**src/rtl/nic_irq_pkg.sv**
```systemverilog
package nic_irq_pkg;

  // Event bit positions (the hysteresis pairs and the soft bit are decoded by position)
  localparam int unsigned EV_RX_DMA   = 0;
  localparam int unsigned EV_RX_PKT   = 1;
  localparam int unsigned EV_RX_HIGH  = 2;
  localparam int unsigned EV_RX_EMPTY = 3;
  localparam int unsigned EV_TX_DMA   = 4;
  localparam int unsigned EV_TX_PKT   = 5;
  localparam int unsigned EV_TX_LOW   = 6;
  localparam int unsigned EV_TX_FULL  = 7;
  localparam int unsigned EV_SOFT     = 8;
  localparam int unsigned EV_COUNT    = 9;

  localparam int unsigned CFG_IRQ_EN  = 0;
  localparam int unsigned CMD_SOFT    = 0;
  localparam int unsigned CMD_RESET   = 1;

  typedef enum logic [2:0] {
    RA_CONFIG  = 3'd0,
    RA_COMMAND = 3'd1,
    RA_STATUS  = 3'd2,
    RA_MASK    = 3'd3,
    RA_DELAY   = 3'd4
  } reg_addr_e;

endpackage

```
**src/rtl/nic_irq_wmark.sv**
```systemverilog
// Hysteresis gate for one watermark event: passes only once per arming.
module nic_irq_wmark #(
  parameter bit ARM_RST = 1'b0
) (
  input  logic clk,
  input  logic rst_n,
  input  logic flush_i,
  input  logic accept_i,
  input  logic hit_i,
  input  logic rearm_i,
  output logic pass_o
);

  logic armed_q;

  assign pass_o = hit_i & armed_q;

  always_ff @(posedge clk) begin
    if (!rst_n || flush_i) begin
      armed_q <= ARM_RST;
    end else if (accept_i) begin
      armed_q <= rearm_i | (armed_q & ~hit_i);
    end
  end

  // R5 (and R6 on the transmit instance): delivery consumes the arm
  assert_disarm_R5: assert property (@(posedge clk) disable iff (!rst_n)
    (accept_i && pass_o && !rearm_i && !flush_i) |=> !armed_q);

  // an accepted re-arm leaves the gate armed
  assert_rearm_R6: assert property (@(posedge clk) disable iff (!rst_n)
    (accept_i && rearm_i && !flush_i) |=> armed_q);

endmodule

```
**src/rtl/nic_irq_status.sv**
```systemverilog
// Status register: event set, read-to-clear, write-one-to-clear, reserved-bit guard.
module nic_irq_status import nic_irq_pkg::*; #(
  parameter int unsigned STAT_W = 16
) (
  input  logic              clk,
  input  logic              rst_n,
  input  logic              flush_i,
  input  logic [STAT_W-1:0] set_i,
  input  logic              post_bad_i,
  input  logic              rd_clr_i,
  input  logic              wr_clr_i,
  input  logic [STAT_W-1:0] wr_data_i,
  output logic [STAT_W-1:0] stat_o,
  output logic [STAT_W-1:0] stat_nxt_o,
  output logic              err_o
);

  localparam logic [STAT_W-1:0] EV_MASK  = STAT_W'((1 << EV_COUNT) - 1);
  localparam logic [STAT_W-1:0] RSV_MASK = ~EV_MASK;

  logic wr_bad;

  assign wr_bad = wr_clr_i & (|(wr_data_i & RSV_MASK));

  always_comb begin
    stat_nxt_o = stat_o;
    if (rd_clr_i)             stat_nxt_o = '0;
    if (wr_clr_i && !wr_bad)  stat_nxt_o = stat_nxt_o & ~wr_data_i;
    if (!post_bad_i)          stat_nxt_o = stat_nxt_o | set_i;
    if (flush_i)              stat_nxt_o = '0;
  end

  always_ff @(posedge clk) begin
    if (!rst_n) begin
      stat_o <= '0;
      err_o  <= 1'b0;
    end else begin
      stat_o <= stat_nxt_o;
      err_o  <= post_bad_i | wr_bad;
    end
  end

  // a rejected access with nothing else acting leaves status untouched
  assert_reject_hold_R4: assert property (@(posedge clk) disable iff (!rst_n)
    ((post_bad_i || set_i == '0) && !rd_clr_i && !(wr_clr_i && !wr_bad) && !flush_i)
      |=> $stable(stat_o));

  // a status read with no accepted event empties the register
  assert_read_clears_R2: assert property (@(posedge clk) disable iff (!rst_n)
    (rd_clr_i && (post_bad_i || set_i == '0)) |=> (stat_o == '0));

endmodule

```
**src/rtl/nic_irq_line.sv**
```systemverilog
// Interrupt line driver with holdoff counter.
module nic_irq_line #(
  parameter int unsigned DELAY_W = 8
) (
  input  logic               clk,
  input  logic               rst_n,
  input  logic               flush_i,
  input  logic               cond_nxt_i,
  input  logic               post_imm_i,
  input  logic               post_del_i,
  input  logic               refire_i,
  input  logic [DELAY_W-1:0] delay_i,
  output logic               irq_o
);

  logic [DELAY_W-1:0] tmr_q, tmr_n;
  logic               irq_n, fire;

  always_comb begin
    fire  = post_imm_i | refire_i | (tmr_q == DELAY_W'(1)) |
            (post_del_i && delay_i == '0);
    irq_n = 1'b0;
    tmr_n = '0;
    if (!flush_i && cond_nxt_i) begin
      irq_n = irq_o | fire;
      if (!irq_n) begin
        if (tmr_q != '0)     tmr_n = tmr_q - 1'b1;
        else if (post_del_i) tmr_n = delay_i;
      end
    end
  end

  always_ff @(posedge clk) begin
    if (!rst_n) begin
      tmr_q <= '0;
      irq_o <= 1'b0;
    end else begin
      tmr_q <= tmr_n;
      irq_o <= irq_n;
    end
  end

  // the counter only runs while the line is still low
  assert_tmr_quiet_R7: assert property (@(posedge clk) disable iff (!rst_n)
    (tmr_q != '0) |-> !irq_o);

  // expiry with the condition still true raises the line
  assert_expiry_R7: assert property (@(posedge clk) disable iff (!rst_n)
    (tmr_q == DELAY_W'(1) && cond_nxt_i && !flush_i) |=> irq_o);

endmodule

```
**src/rtl/nic_irq_ctrl.sv**
```systemverilog
module nic_irq_ctrl import nic_irq_pkg::*; #(
  parameter int unsigned       STAT_W    = 16,
  parameter int unsigned       DATA_W    = 32,
  parameter int unsigned       DELAY_W   = 8,
  parameter int unsigned       DELAY_RST = 8,
  parameter logic [STAT_W-1:0] IMM_MASK  = 'h144
) (
  input  logic              clk,
  input  logic              rst_n,
  input  logic [STAT_W-1:0] ev_i,
  input  logic              host_wr_i,
  input  logic              host_rd_i,
  input  logic [2:0]        host_addr_i,
  input  logic [DATA_W-1:0] host_wdata_i,
  output logic [DATA_W-1:0] host_rdata_o,
  output logic              irq_o,
  output logic              err_o
);

  localparam logic [STAT_W-1:0] EV_MASK  = STAT_W'((1 << EV_COUNT) - 1);
  localparam logic [STAT_W-1:0] RSV_MASK = ~EV_MASK;
  localparam int unsigned       NUM_WM   = 2;
  localparam int unsigned WM_HIT [NUM_WM] = '{EV_RX_HIGH,  EV_TX_LOW};
  localparam int unsigned WM_ARM [NUM_WM] = '{EV_RX_EMPTY, EV_TX_FULL};
  localparam bit          WM_RST [NUM_WM] = '{1'b1,        1'b0};

  // Register state
  logic               cfg_en_q, cfg_en_n;
  logic [STAT_W-1:0]  mask_q, mask_n;
  logic [DELAY_W-1:0] delay_q, delay_n;
  logic [STAT_W-1:0]  stat_q, stat_nxt;

  // Decode
  logic cfg_wr, cmd_wr, cmd_soft, cmd_rst, stat_rd, stat_wr, mask_wr, dly_wr;
  logic unused_wdata_hi;

  assign cfg_wr   = host_wr_i && (host_addr_i == RA_CONFIG);
  assign cmd_wr   = host_wr_i && (host_addr_i == RA_COMMAND);
  assign stat_wr  = host_wr_i && (host_addr_i == RA_STATUS);
  assign mask_wr  = host_wr_i && (host_addr_i == RA_MASK);
  assign dly_wr   = host_wr_i && (host_addr_i == RA_DELAY);
  assign stat_rd  = host_rd_i && (host_addr_i == RA_STATUS);
  assign cmd_soft = cmd_wr & host_wdata_i[CMD_SOFT];
  assign cmd_rst  = cmd_wr & host_wdata_i[CMD_RESET];
  assign unused_wdata_hi = ^host_wdata_i[DATA_W-1:STAT_W];

  // Event path
  logic [STAT_W-1:0] ev_all, ev_gated, ev_post;
  logic [NUM_WM-1:0] wm_pass;
  logic              post_bad;

  assign ev_all   = ev_i | (cmd_soft ? (STAT_W'(1) << EV_SOFT) : '0);
  assign post_bad = |(ev_all & RSV_MASK);

  for (genvar g = 0; g < NUM_WM; g++) begin : g_wm
    nic_irq_wmark #(.ARM_RST(WM_RST[g])) u_wm (
      .clk      (clk),
      .rst_n    (rst_n),
      .flush_i  (cmd_rst),
      .accept_i (!post_bad),
      .hit_i    (ev_all[WM_HIT[g]]),
      .rearm_i  (ev_all[WM_ARM[g]]),
      .pass_o   (wm_pass[g])
    );
  end

  always_comb begin
    ev_gated = ev_all;
    for (int g = 0; g < NUM_WM; g++) ev_gated[WM_HIT[g]] = wm_pass[g];
  end

  assign ev_post = (post_bad || cmd_rst) ? '0 : ev_gated;

  nic_irq_status #(.STAT_W(STAT_W)) u_status (
    .clk        (clk),
    .rst_n      (rst_n),
    .flush_i    (cmd_rst),
    .set_i      (ev_gated),
    .post_bad_i (post_bad),
    .rd_clr_i   (stat_rd),
    .wr_clr_i   (stat_wr),
    .wr_data_i  (host_wdata_i[STAT_W-1:0]),
    .stat_o     (stat_q),
    .stat_nxt_o (stat_nxt),
    .err_o      (err_o)
  );

  // Control registers
  always_comb begin
    cfg_en_n = cfg_wr  ? host_wdata_i[CFG_IRQ_EN]  : cfg_en_q;
    mask_n   = mask_wr ? host_wdata_i[STAT_W-1:0]  : mask_q;
    delay_n  = dly_wr  ? host_wdata_i[DELAY_W-1:0] : delay_q;
    if (cmd_rst) begin
      cfg_en_n = 1'b0;
      mask_n   = '0;
      delay_n  = DELAY_W'(DELAY_RST);
    end
  end

  always_ff @(posedge clk) begin
    if (!rst_n) begin
      cfg_en_q <= 1'b0;
      mask_q   <= '0;
      delay_q  <= DELAY_W'(DELAY_RST);
    end else begin
      cfg_en_q <= cfg_en_n;
      mask_q   <= mask_n;
      delay_q  <= delay_n;
    end
  end

  // Line
  logic cond_n, en_rise;

  assign cond_n  = cfg_en_n && (|(stat_nxt & mask_n));
  assign en_rise = cfg_en_n & ~cfg_en_q;

  nic_irq_line #(.DELAY_W(DELAY_W)) u_line (
    .clk        (clk),
    .rst_n      (rst_n),
    .flush_i    (cmd_rst),
    .cond_nxt_i (cond_n),
    .post_imm_i (|(ev_post & IMM_MASK)),
    .post_del_i (|(ev_post & ~IMM_MASK)),
    .refire_i   (en_rise | mask_wr),
    .delay_i    (delay_q),
    .irq_o      (irq_o)
  );

  // Host read data
  always_comb begin
    host_rdata_o = '0;
    if (host_rd_i) begin
      case (host_addr_i)
        RA_CONFIG: host_rdata_o[CFG_IRQ_EN]   = cfg_en_q;
        RA_STATUS: host_rdata_o[STAT_W-1:0]   = stat_q;
        RA_MASK:   host_rdata_o[STAT_W-1:0]   = mask_q;
        RA_DELAY:  host_rdata_o[DELAY_W-1:0]  = delay_q;
        default:   host_rdata_o = '0;
      endcase
    end
  end

  // the line never stands without enable and an unmasked status bit
  assert_irq_cond_R8: assert property (@(posedge clk) disable iff (!rst_n)
    irq_o |-> (cfg_en_q && (|(stat_q & mask_q))));

  // enabling with a pending unmasked bit raises the line at once
  assert_en_rise_R9: assert property (@(posedge clk) disable iff (!rst_n)
    (en_rise && cond_n) |=> irq_o);

  // a mask write that exposes a pending bit raises the line at once
  assert_unmask_R10: assert property (@(posedge clk) disable iff (!rst_n)
    (mask_wr && cond_n && !cmd_rst) |=> irq_o);

  // reserved status bits never hold a one
  always_ff @(posedge clk) begin
    if (rst_n) begin
      assert_rsv_clear_R4: assert ((stat_q & RSV_MASK) == '0);
    end
  end

endmodule

```
**config.mk**
```make
export PLATFORM = sky130hd
export DESIGN_NAME = nic_irq_ctrl
export DESIGN_NICKNAME = d
export VERILOG_FILES = /design/src/rtl/nic_irq_pkg.sv /design/src/rtl/nic_irq_wmark.sv /design/src/rtl/nic_irq_status.sv /design/src/rtl/nic_irq_line.sv /design/src/rtl/nic_irq_ctrl.sv
export SDC_FILE = /design/constraint.sdc
export NUM_CORES = 1
export LEC_CHECK = 0
export CAP_MARGIN = 20
export CORE_MARGIN = 3
export CORE_UTILIZATION = 48
export CTS_CLUSTER_DIAMETER = 200
export DETAILED_ROUTE_END_ITERATION = 7
export GPL_TIMING_DRIVEN = 0
export MAX_ROUTING_LAYER = met4
export PLACE_DENSITY_LB_ADDON = 0.12
export SETUP_SLACK_MARGIN = 0.15
export SLEW_MARGIN = 5
export SYNTH_ARGS = -nofsm -noshare
export SYNTH_HDL_FRONTEND = slang
export SYNTH_SLANG_ARGS = --single-unit
export TNS_END_PERCENT = 10
```
**constraint.sdc**
```tcl
create_clock -name clk -period 2.85 [get_ports clk]
set_input_delay 0.4275 -clock clk [delete_from_list [all_inputs] [get_ports clk]]
set_output_delay 0.4275 -clock clk [all_outputs]
set_load 0.03 [all_outputs]
```
**Yosys cells after proc, flatten, opt, wreduce, memory -nomap -nowiden**

Index checks and enable logic that the tools add are counted.
W data, S select, Z words.

- Flip-flop bits (word level): 53
- Bits of input ports: 55
- Output and inout bits: 34
- Logic and storage cells: 83

- $add $sub $neg: 1
- Equality and inequality tests: 5
- Multiplexer cells: 16
- Bitwise logic cells: 26
- Reduce and logical (&&, ||, !) cells: 26

Operators with widths:

| cell | count |
|---|---|
| $mux W16 | 8 |
| $and A16 B16 Y16 | 2 |
| $pmux W7 S3 | 1 |
| $mux W8 | 2 |
| $not A16 Y16 | 1 |
| $or A16 B16 Y16 | 1 |
| $or A16 B9 Y16 | 1 |
| $pmux W8 S2 | 1 |
| $reduce_or A16 Y1 | 1 |
| $reduce_or A7 Y1 | 2 |
| $reduce_or A13 Y1 | 1 |
| $logic_and A1 B1 Y1 | 10 |
| $mux W9 | 1 |
| $and A1 B1 Y1 | 8 |
| $eq A8 B1 Y1 const B | 1 |
| $logic_not A8 Y1 | 1 |
| $or A1 B1 Y1 | 8 |
| $reduce_bool A8 Y1 | 1 |
| $sub A8 B1 Y8 const B | 1 |
| $eq A3 B2 Y1 const B | 2 |
| $reduce_or A3 Y1 | 2 |
| $not A1 Y1 | 5 |
| $pmux W1 S4 | 1 |
| $eq A3 B1 Y1 const B | 1 |
| 7 further kinds | 11 |

**Longest topological paths before layout**

Gate-level depths: netlist (run 1).

- Depth in word-level cells: 15
- Mapped depth: 9
- Depth with buffers taken out: 7

**By module**

A second synthesis (run 1) with hierarchy kept.

- Cells, all modules: 393
- Area total of the unflattened synthesis: 3418.3 um^2

By module, submodules not included:

| module | instances | cells an instance | area an instance (um^2) | seq. area each (um^2) |
|---|---|---|---|---|
| nic_irq_ctrl | 1 | 210 | 1722.9 | 500.5 |
| nic_irq_status | 1 | 106 | 1031.0 | 340.3 |
| nic_irq_line | 1 | 66 | 561.8 | 180.2 |
| nic_irq_wmark at g_wm[1].u_wm | 1 | 6 | 56.3 | 20.0 |
| nic_irq_wmark at g_wm[0].u_wm | 1 | 5 | 46.3 | 20.0 |

**Worst setup path after synthesis (run 1)**

Ideal clock, no wire load.

- Path kind: input -> output
- From: input port host_addr_i[0]
- To: output port host_rdata_o[0]
- Data arrival time: 1.867 ns
- Required time: 2.423 ns
- Setup slack: 0.556 ns
- Cell stages on the path: 6
- Buffers on the path: 3
- Cells stage by stage: buf_2 -> buf_2 -> buf_1 -> mux2i_1 -> o32ai_1 -> and2_1

- Longest elaborated chain between the ends: 3
- Elaborated cells on any way between the ends: 6
- Classes of those cells: eq/ne (3); mux (2); reduce/logical (1)

Ends and longest elaborated chain:

| item | line | text |
|---|---|---|
| start: declaration | nic_irq_ctrl.sv:13 | `input logic [2:0] host_addr_i,` |
| $eq A3 B3 Y1, or another cell as far along | nic_irq_ctrl.sv:134 | `case (host_addr_i)` |
| $pmux W1 S4 (*) | nic_irq_ctrl.sv:134 |  |
| $mux W16 (*) | nic_irq_ctrl.sv:133 | `if (host_rd_i) begin` |
| end: declaration | nic_irq_ctrl.sv:15 | `output logic [DATA_W-1:0] host_rdata_o,` |

Mark *: on every way between the ends. The rest lies on a longest branch, timed or not.

**Final worst setup path (run 1)**

- From: input port host_rd_i
- To: output port host_rdata_o[11]

- Longest elaborated chain between the ends: 1

Ends and longest elaborated chain:

| item | line | text |
|---|---|---|
| start: declaration | nic_irq_ctrl.sv:12 | `input logic host_rd_i,` |
| $mux W16 | nic_irq_ctrl.sv:133 |  |

No other way between the ends.

==> results.toml, run 1 <==
[synth]
synthSimpleGateAreaFrac = 0.299
synth_compound_area_frac = 0.156
postSynthCellCount = 352
synth_seq_area_share = 0.352
synthXorXnorAreaFrac = 0.00871
yosys-top-cells-area = "dfxtp_1 35%, mux2i_1 6.6%, nand2_1 5.1%"
synth-edff-count = 0
yosysTopAreaCell = "dfxtp_1"
synth.avg_cell_area_um2 = 8.57
synth_warnings = 0
synth_top_family_by_area = "simple AND/OR/NAND/NOR gates"
syn-cell-area_um2 = 3020
synthAdderAreaFrac = 0.0124
ys.flop_type = "dfxtp_1"
synth_mux_area_frac = 0.0974
async_flop_share = 0
synth_cell_types = 56
synth-seq-cells = 53
yosysTopAreaCellShare = 0.352

[setup_path]
critPathKind = "input port to output pin"
crit_required_ps = 2420
arrival_ps = 2320
r2r-start = "u_line.tmr_q[4]"
rrSetupSlack_ps = 570
regToRegEndpoint = "u_line.tmr_q[6]"
endpoint_kind = "output pin"
path_max_fanout = 10
ff2ff_path_depth = 7
critPathLaunchType = "input port"

[drt]
met3_length_um = 542
drc = 0
wl_per_cell_um = 16.3
drt-pass1-iter-count = 5
route.top_layer_used = "met4"
drt_iter0_drc = 199
met2_length_um = 4000
antenna_left = 0
wl_met1_um = 3670
vias = 2811
drt_wl_total_um = 8310
viasPerCell = 5.51

[finish]
syn2layout_area_growth_pct = 29.7
layout-drive-gt1-share = 0.147
final_cell_area_um2 = 3920
fin_cells = 510
fillers = 544
regArea_um2 = 1060
multi_input_comb_area_um2 = 1830
post-route-util = 0.654
antenna-diode-count = 0
nNetsFinal = 492

[clock_tree]
clk_pin_slew_ps = 90
htreeDepth = 2
clock_latency_ps = 310
numCtsBuffers = 5
ctsHoldBuffers = 0
clkSinkCount = 53
clock_path_buffers = 2
cts_tree = "yes"
cts_root_buf = "clkbuf_8"

[die]
initial_core_util = 0.504
die_h_um = 85.3
dieArea_um2 = 7270
die_w_um = 85.3
rows = 28
io_pins = 89
core_region_area_um2 = 5990

[timing]
setup-violations-final = 0
fin_crit_ps = 2750
maxSlewHeadroom = 0.624
fin_ws_ps = 99.8
tns_ps = 0
rsz0062_at_grt = "true"
hold_violations = 0
final_max_slew_viol_count = 0
fmaxAchievable_ghz = 0.364
finalCritPeriodShare = 0.965
whs_ps = 468
finClkSkew_ps = 4.68
worst_pin_slew_ps = 562

[grt]
grt_max_degree = 17
antenna_found_initial = 0
grt_pass1_vias = 2721
track_usage = 0.234
grt_first_pass_wirelength_um = 13300
grt.overflow.total = 0

[place]
dpl_cell_area_um2 = 3720
dp_hpwl_um = 6350
gp_congestion = 0.882
io_buffers = 55
dpl.cell_count = 497
dp_slack_ps = -465

[power]
power.total_mw = 1.52
powerDensity_nw_per_um2 = 389
irDropWorstVdd_uv = 302
p_leak_nw = 1.68

[flow_run]
maxCapViolCount = 0

[hold_path]
min_to = "u_status.stat_o[15]"
hold_path.class = "flip-flop to flip-flop"
hold_path.startpoint = "u_status.stat_o[15]"
holdPathStages = 2

[run_status]
outcome = "finished, final reports clean"
how the worst max path moves through the flow:
stage                                   to  slack, ps      startpoint  cells after the start
final                     host_rdata_o[11]        100       host_rd_i                      6
after global routing      host_rdata_o[10]        -30       host_rd_i                      6
after CTS                 host_rdata_o[11]         20  host_addr_i[2]                      6
after detailed placement   host_rdata_o[1]       -460  host_addr_i[2]                      7
after global placement     host_rdata_o[2]       -480  host_addr_i[2]                      7
after floorplan            host_rdata_o[0]        560  host_addr_i[0]                      6
cell type report:
class,instances,area share
multi-input combinational,277,0.467
sequential,53,0.271
timing repair buffer,60,0.150
buffer,33,0.0540
tap,75,0.0240
clock buffer,6,0.0211
clock inverter,2,0.00959
inverter,4,0.00384
report_power, final:
part / internal, mW / total (mW) / switching, mW
clock network: 0.286 / 0.540 / 0.254
logic: 0.103 / 0.229 / 0.125
registers: 0.749 / 0.754 / 0.00567
synth_stat cells, types with 2 or more instances:
library cell / count
a21o_1: 2
a21oi_1: 28
a22oi_1: 6
a31oi_2: 2
a32o_1: 4
a32oi_1: 4
and2_1: 10
and3_1: 15
and4bb_2: 2
buf_1: 2
buf_2: 2
buf_4: 19
clkbuf_1: 9
dfxtp_1: 53
ha_1: 3
inv_1: 4
mux2_2: 6
mux2i_1: 20
nand2_1: 41
nand2b_1: 4
nand3_1: 2
nand3b_1: 3
nand4_1: 10
nor2_1: 41
nor2b_1: 11
nor3_1: 2
nor3_2: 2
nor4_1: 5
nor4_4: 2
o211a_1: 3
o21ai_0: 6
o31ai_1: 3
or3_1: 2
xnor2_1: 2
sequential cells by signal, indices dropped and copies added (netlist names):
| signal | cells |
|---|---|
| g_wm.u_wm.armed_q | 2 |
| mask_q | 16 |
| u_line.irq_o | 1 |
| delay_q | 8 |
| u_status.err_o | 1 |
| cfg_en_q | 1 |
| u_status.stat_o | 16 |
| u_line.tmr_q | 8 |
metal layers:
layer | vias up | track usage
li1 | 1401 | -
met1 | 1310 | 0.319
met2 | 90 | 0.364
met3 | 10 | 0.0320
met4 | 0 | 0.0647
met5 | - | -
cell usage in the layout, fill, tap and decap left out, types with 3 or more instances in the layout:
cell | synthesis | final
dlygate4sd2_1 | 0 | 7
a32oi_1 | 4 | 4
dlymetal6s2s_1 | 0 | 3
clkbuf_8 | 0 | 6
o211a_1 | 3 | 3
buf_2 | 2 | 3
nand3b_1 | 3 | 3
nand4_1 | 10 | 10
nand2b_1 | 4 | 4
and3_1 | 15 | 15
nand2_1 | 41 | 41
mux2i_1 | 20 | 20
o31ai_1 | 3 | 3
buf_4 | 19 | 23
nor2_1 | 41 | 39
a22oi_1 | 6 | 5
conb_1 | 1 | 16
mux2_2 | 6 | 6
inv_1 | 4 | 4
o21ai_0 | 6 | 5
dfxtp_1 | 53 | 53
and2_1 | 10 | 10
ha_1 | 3 | 3
clkbuf_1 | 9 | 7
nor4_1 | 5 | 5
a21oi_1 | 28 | 28
clkdlybuf4s50_1 | 0 | 44
a32o_1 | 4 | 4
nor2b_1 | 11 | 11
cell families (layout without fill, tap and decap cells):
family          count (synthesis)  count (layout)
compound gates                 66              66
flops                          53              53
xor+xnor                        3               3
other cells                     1              16
simple gates                  161             161
fa+ha+maj                       3               3
mux                            28              28
buf+inv                        37             105
worst max-delay path, stage by stage:
cell	delay, ps
clkdlybuf4s50_1	480
clkbuf_1	300
nand3b_1	120
buf_4	190
nor2_1	120
clkdlybuf4s50_1	680
what timing repair did:
item	4_1_cts	5_1_grt
setup endpoints to repair	24	32
resized for setup	14	11
buffers inserted	1	3
gates cloned	0	1
pin swaps	0	5
(Power assumes the default switching activity.)
==> inputs of run 2 (changes only) <==
--- a/config.mk
+++ b/config.mk
@@ -7,13 +7,14 @@
 export LEC_CHECK = 0
 export CAP_MARGIN = 20
 export CORE_MARGIN = 3
-export CORE_UTILIZATION = 48
+export CORE_UTILIZATION = 45
 export CTS_CLUSTER_DIAMETER = 200
 export DETAILED_ROUTE_END_ITERATION = 7
 export GPL_TIMING_DRIVEN = 0
 export MAX_ROUTING_LAYER = met4
 export PLACE_DENSITY_LB_ADDON = 0.12
 export SETUP_SLACK_MARGIN = 0.15
+export SKIP_CTS_REPAIR_TIMING = 1
 export SLEW_MARGIN = 5
 export SYNTH_ARGS = -nofsm -noshare
 export SYNTH_HDL_FRONTEND = slang
==> results.toml, run 2 (synthesized netlist as in run 1, its figures left out) <==
[finish]
nNetsFinal = 488
largestRegisters = "mask_q x16, u_status.stat_o x16"
post-route-util = 0.602
multi_input_comb_area_um2 = 1820
syn2layout_area_growth_pct = 28.2
fillers = 574
layout-drive-gt1-share = 0.144
final_cell_area_um2 = 3870
regArea_um2 = 1060
antenna-diode-count = 0
layout_common_cells = "53 x dfxtp_1, 43 x clkdlybuf4s50_1, 41 x nand2_1"
final_common_cell = "dfxtp_1"

[setup_path]
critPathKind = "input port to output pin"
path_max_fanout = 10
critPathLaunchType = "input port"
arrival_ps = 2320
endpoint_kind = "output pin"
crit_required_ps = 2420

[drt]
drt-pass1-iter-count = 4
vias = 2841
drt_iter0_drc = 220
wl_per_cell_um = 16.3
drt_wl_total_um = 8300
antenna_left = 0
viasPerCell = 5.59
drc = 0

[timing]
fmaxAchievable_ghz = 0.365
whs_ps = 476
finalCritPeriodShare = 0.962
worst_pin_slew_ps = 673
maxSlewHeadroom = 0.549
final_max_slew_viol_count = 0
setup-violations-final = 0
finClkSkew_ps = 11.5
fin_crit_ps = 2740
fin_ws_ps = 107
hold_violations = 0
rsz0062_at_grt = "true"

[grt]
grt_pass1_vias = 2648
grt_use_met1 = 0.295
grt_first_pass_wirelength_um = 13000
track_usage = 0.222
grt_max_degree = 17
grt.overflow.total = 0
grt.busiest_layer = "met2"
met2_usage = 0.351
grtUsageMet3 = 0.0405
antenna_found_initial = 0

[place]
dpl_cell_area_um2 = 3720
io_buffers = 55
dp_hpwl_um = 6360
gp_congestion = 0.912
dp_slack_ps = -443

[die]
dieArea_um2 = 7720
io_pins = 89
die_w_um = 87.9
core_region_area_um2 = 6420
die_h_um = 87.9
rows = 29
initial_core_util = 0.470

[clock_tree]
clock_path_buffers = 2
htreeDepth = 2
cts_root_buf = "clkbuf_8"
cts_tree = "yes"
clock_latency_ps = 310
clkSinkCount = 53
numCtsBuffers = 5
clk_pin_slew_ps = 100

[flow_run]
maxCapViolCount = 0

[power]
irDropWorstVdd_uv = 163
powerDensity_nw_per_um2 = 362
power.total_mw = 1.40
p_leak_nw = 1.76

[run_status]
outcome = "finished, final reports clean"

[hold_path]
hold_path.class = "flip-flop to flip-flop"
run 2: cell count changes in the layout (fill, tap and decap cells not counted), moves of 2 or more:
| cell | before | now |
|---|---|---|
| dlymetal6s2s_1 | 3 | 11 |
| dlygate4sd2_1 | 7 | 0 |
| buf_4 | 23 | 20 |
| a32o_1 | 4 | 2 |
| a32o_2 | 0 | 2 |
| clkbuf_2 | 2 | 4 |
| clkinv_2 | 0 | 2 |
run 2: critical path, stage by stage:
cell             delay (ps)
clkdlybuf4s50_1         490
clkbuf_1                310
nand3b_1                120
buf_4                   180
nor2_1                  110
clkdlybuf4s50_1         680
run 2: final cells by class:
cell class / count / area share
Sequential cell: 53 / 0.274
Clock inverter: 3 / 0.00453
Timing Repair Buffer: 56 / 0.150
Tap cell: 77 / 0.0249
Buffer: 33 / 0.0540
Clock buffer: 5 / 0.0178
Multi-Input combinational cell: 277 / 0.470
Inverter: 4 / 0.00388
run 2: path summary, 6_finish.rpt:
kind | endpoint | depth (start not counted) | slack [ps] | from
setup / recovery | host_rdata_o[12] | 6 | 110 | host_rd_i
hold / removal | u_status.stat_o[15] | 2 | 480 | u_status.stat_o[15]
setup reg to reg | u_line.tmr_q[6] | 7 | 630 | u_line.tmr_q[4]
hold reg to reg | u_status.stat_o[15] | 2 | 480 | u_status.stat_o[15]
run 2: per-layer routing:
layer,vias up,share of wire
li1,1386,-
met1,1343,0.47
met2,99,0.47
met3,13,0.048
met4,0,0.014
met5,-,0
run 2: per-stage QoR:
step	setup TNS, ps	cells
floorplan	0	367
global placement	-6300	499
detailed placement	-6660	499
CTS	-4370	507
global route	-7.47	508
finish	0	508
run 2: power breakdown:
group / internal, mW / total, mW / switching [mW]
Clock: 0.170 / 0.421 / 0.250
Sequential: 0.749 / 0.755 / 0.00591
Combinational: 0.101 / 0.225 / 0.124
Total: 1.02 / 1.40 / 0.381
==> inputs of run 3 (changes only) <==
==> constraint.sdc (replaced) <==
create_clock -name clk -period 3.2 [get_ports clk]
set_input_delay 0.48 -clock clk [delete_from_list [all_inputs] [get_ports clk]]
set_output_delay 0.48 -clock clk [all_outputs]
set_load 0.03 [all_outputs]
==> results.toml, run 3 (synthesized netlist as in run 1, its figures left out) <==
[finish]
layout_common_cells = "53 x dfxtp_1, 41 x nand2_1, 39 x nor2_1, 39 x clkdlybuf4s50_1, 28 x a21oi_1"
fin_cells = 507
final_cell_area_um2 = 3860
syn2layout_area_growth_pct = 27.8
largestRegisters = "mask_q x16, u_status.stat_o x16"
layout-drive-gt1-share = 0.130
antenna-diode-count = 0
final_common_cell = "dfxtp_1"
nNetsFinal = 487

[grt]
grt_max_degree = 17
grt_pass1_vias = 2648
grt.overflow.total = 0
antenna_found_initial = 0
grt_first_pass_wirelength_um = 13000
track_usage = 0.222

[place]
dpl.cell_count = 499
dpl_cell_area_um2 = 3720
dp_hpwl_um = 6360
gp_congestion = 0.912
io_buffers = 55

[power]
powerDensity_nw_per_um2 = 325
p_leak_nw = 1.86
irDropWorstVdd_uv = 145

[setup_path]
regToRegEndpoint = "u_line.tmr_q[6]"
startpoint = "host_addr_i[2]"
rrSetupSlack_ps = 960
crit_required_ps = 2720
critPathLaunchType = "input port"
r2r-start = "u_line.tmr_q[4]"
endpoint_kind = "output pin"
ff2ff_path_depth = 7
critPathKind = "input port to output pin"
path_max_fanout = 10
arrival_ps = 2340

[drt]
drt_iter0_drc = 207
drt-pass1-iter-count = 4
vias = 2838
drc = 0
wl_per_cell_um = 16.5
antenna_left = 0
drt_wl_total_um = 8350
viasPerCell = 5.60

[die]
die_h_um = 87.9
io_pins = 89
initial_core_util = 0.470
dieArea_um2 = 7720
rows = 29
core_region_area_um2 = 6420
die_w_um = 87.9

[clock_tree]
clock_path_buffers = 2
cts_root_buf = "clkbuf_8"
numCtsBuffers = 5
clk_pin_slew_ps = 100
cts_tree = "yes"
htreeDepth = 2
clkSinkCount = 53
clock_latency_ps = 310

[timing]
final_max_slew_viol_count = 0
finClkSkew_ps = 13.2
finalCritPeriodShare = 0.880
maxSlewHeadroom = 0.545
fmaxAchievable_ghz = 0.355
worst_pin_slew_ps = 679
rsz0062_at_grt = "false"
hold_violations = 0
setup-violations-final = 0
tns_ps = 0
fin_crit_ps = 2820

[flow_run]
maxCapViolCount = 0

[hold_path]
hold_path.class = "flip-flop to flip-flop"
holdPathStages = 2
min_to = "u_status.stat_o[15]"
hold_path.startpoint = "u_status.stat_o[15]"

[run_status]
outcome = "finished, final reports clean"
## run 3: changes by cell type in the layout (fill, tap and decap cells not counted)
cell,delta
dlymetal6s2s_1,+5
clkdlybuf4s50_1,-4
a22oi_1,+2
a22oi_2,-2
a32o_1,+2
a32o_2,-2
buf_4,-1
clkbuf_2,-1
nand4_2,+1
nand4_4,-1
## run 3: power breakdown
| group | internal [mW] | switching, mW |
|---|---|---|
| clock network | 0.152 | 0.228 |
| logic | 0.0892 | 0.110 |
| registers | 0.667 | 0.00531 |
## run 3: routing by layer
metal  vias to the layer above  wire (µm)  global-route usage
met3                        11        476              0.0405
met5                         -          0                   -
met2                        94       4020               0.351
met4                         0         87              0.0544
met1                      1349       3770               0.295
li1                       1384          -                   -
## run 3: worst max-delay path, stage by stage
cell,delay [ps]
clkdlybuf4s50_1,630
clkbuf_2,280
nand2b_1,110
nor2_2,260
a21oi_1,120
nor2b_1,150
dlymetal6s2s_1,310
## run 3: worst max-delay path by stage
| stage | depth (start not counted) | slack, ps | to |
|---|---|---|---|
| 2_1_floorplan | 6 | 800 | host_rdata_o[0] |
| 5_1_grt | 8 | 270 | u_line.tmr_q[1] |
| 4_1_cts | 7 | -210 | host_rdata_o[1] |
| 3_3_place_gp | 7 | -210 | host_rdata_o[2] |
| 3_5_place_dp | 7 | -200 | host_rdata_o[1] |
| 6_report | 7 | 380 | host_rdata_o[1] |
## run 3: stage by stage
step,utilization,hold WS [ps],total power [mW],setup slack (ps)
final,0.600,472,1.25,383
after global routing,0.600,501,1.29,269
after CTS,0.593,469,1.25,-214
after detailed placement,0.579,454,0.883,-198
after global placement,0.579,457,0.883,-215
after floorplan,-,421,0.796,801
## run 3: area by class of cell
class / count / area [µm²]
clock inverter: 3 / 17.5
inverter: 4 / 15.0
buffer: 33 / 209
tap: 77 / 96.3
timing repair buffer: 55 / 591
fill: 573 / 2570
multi-input combinational: 277 / 1800
sequential: 53 / 1060
clock buffer: 5 / 68.8
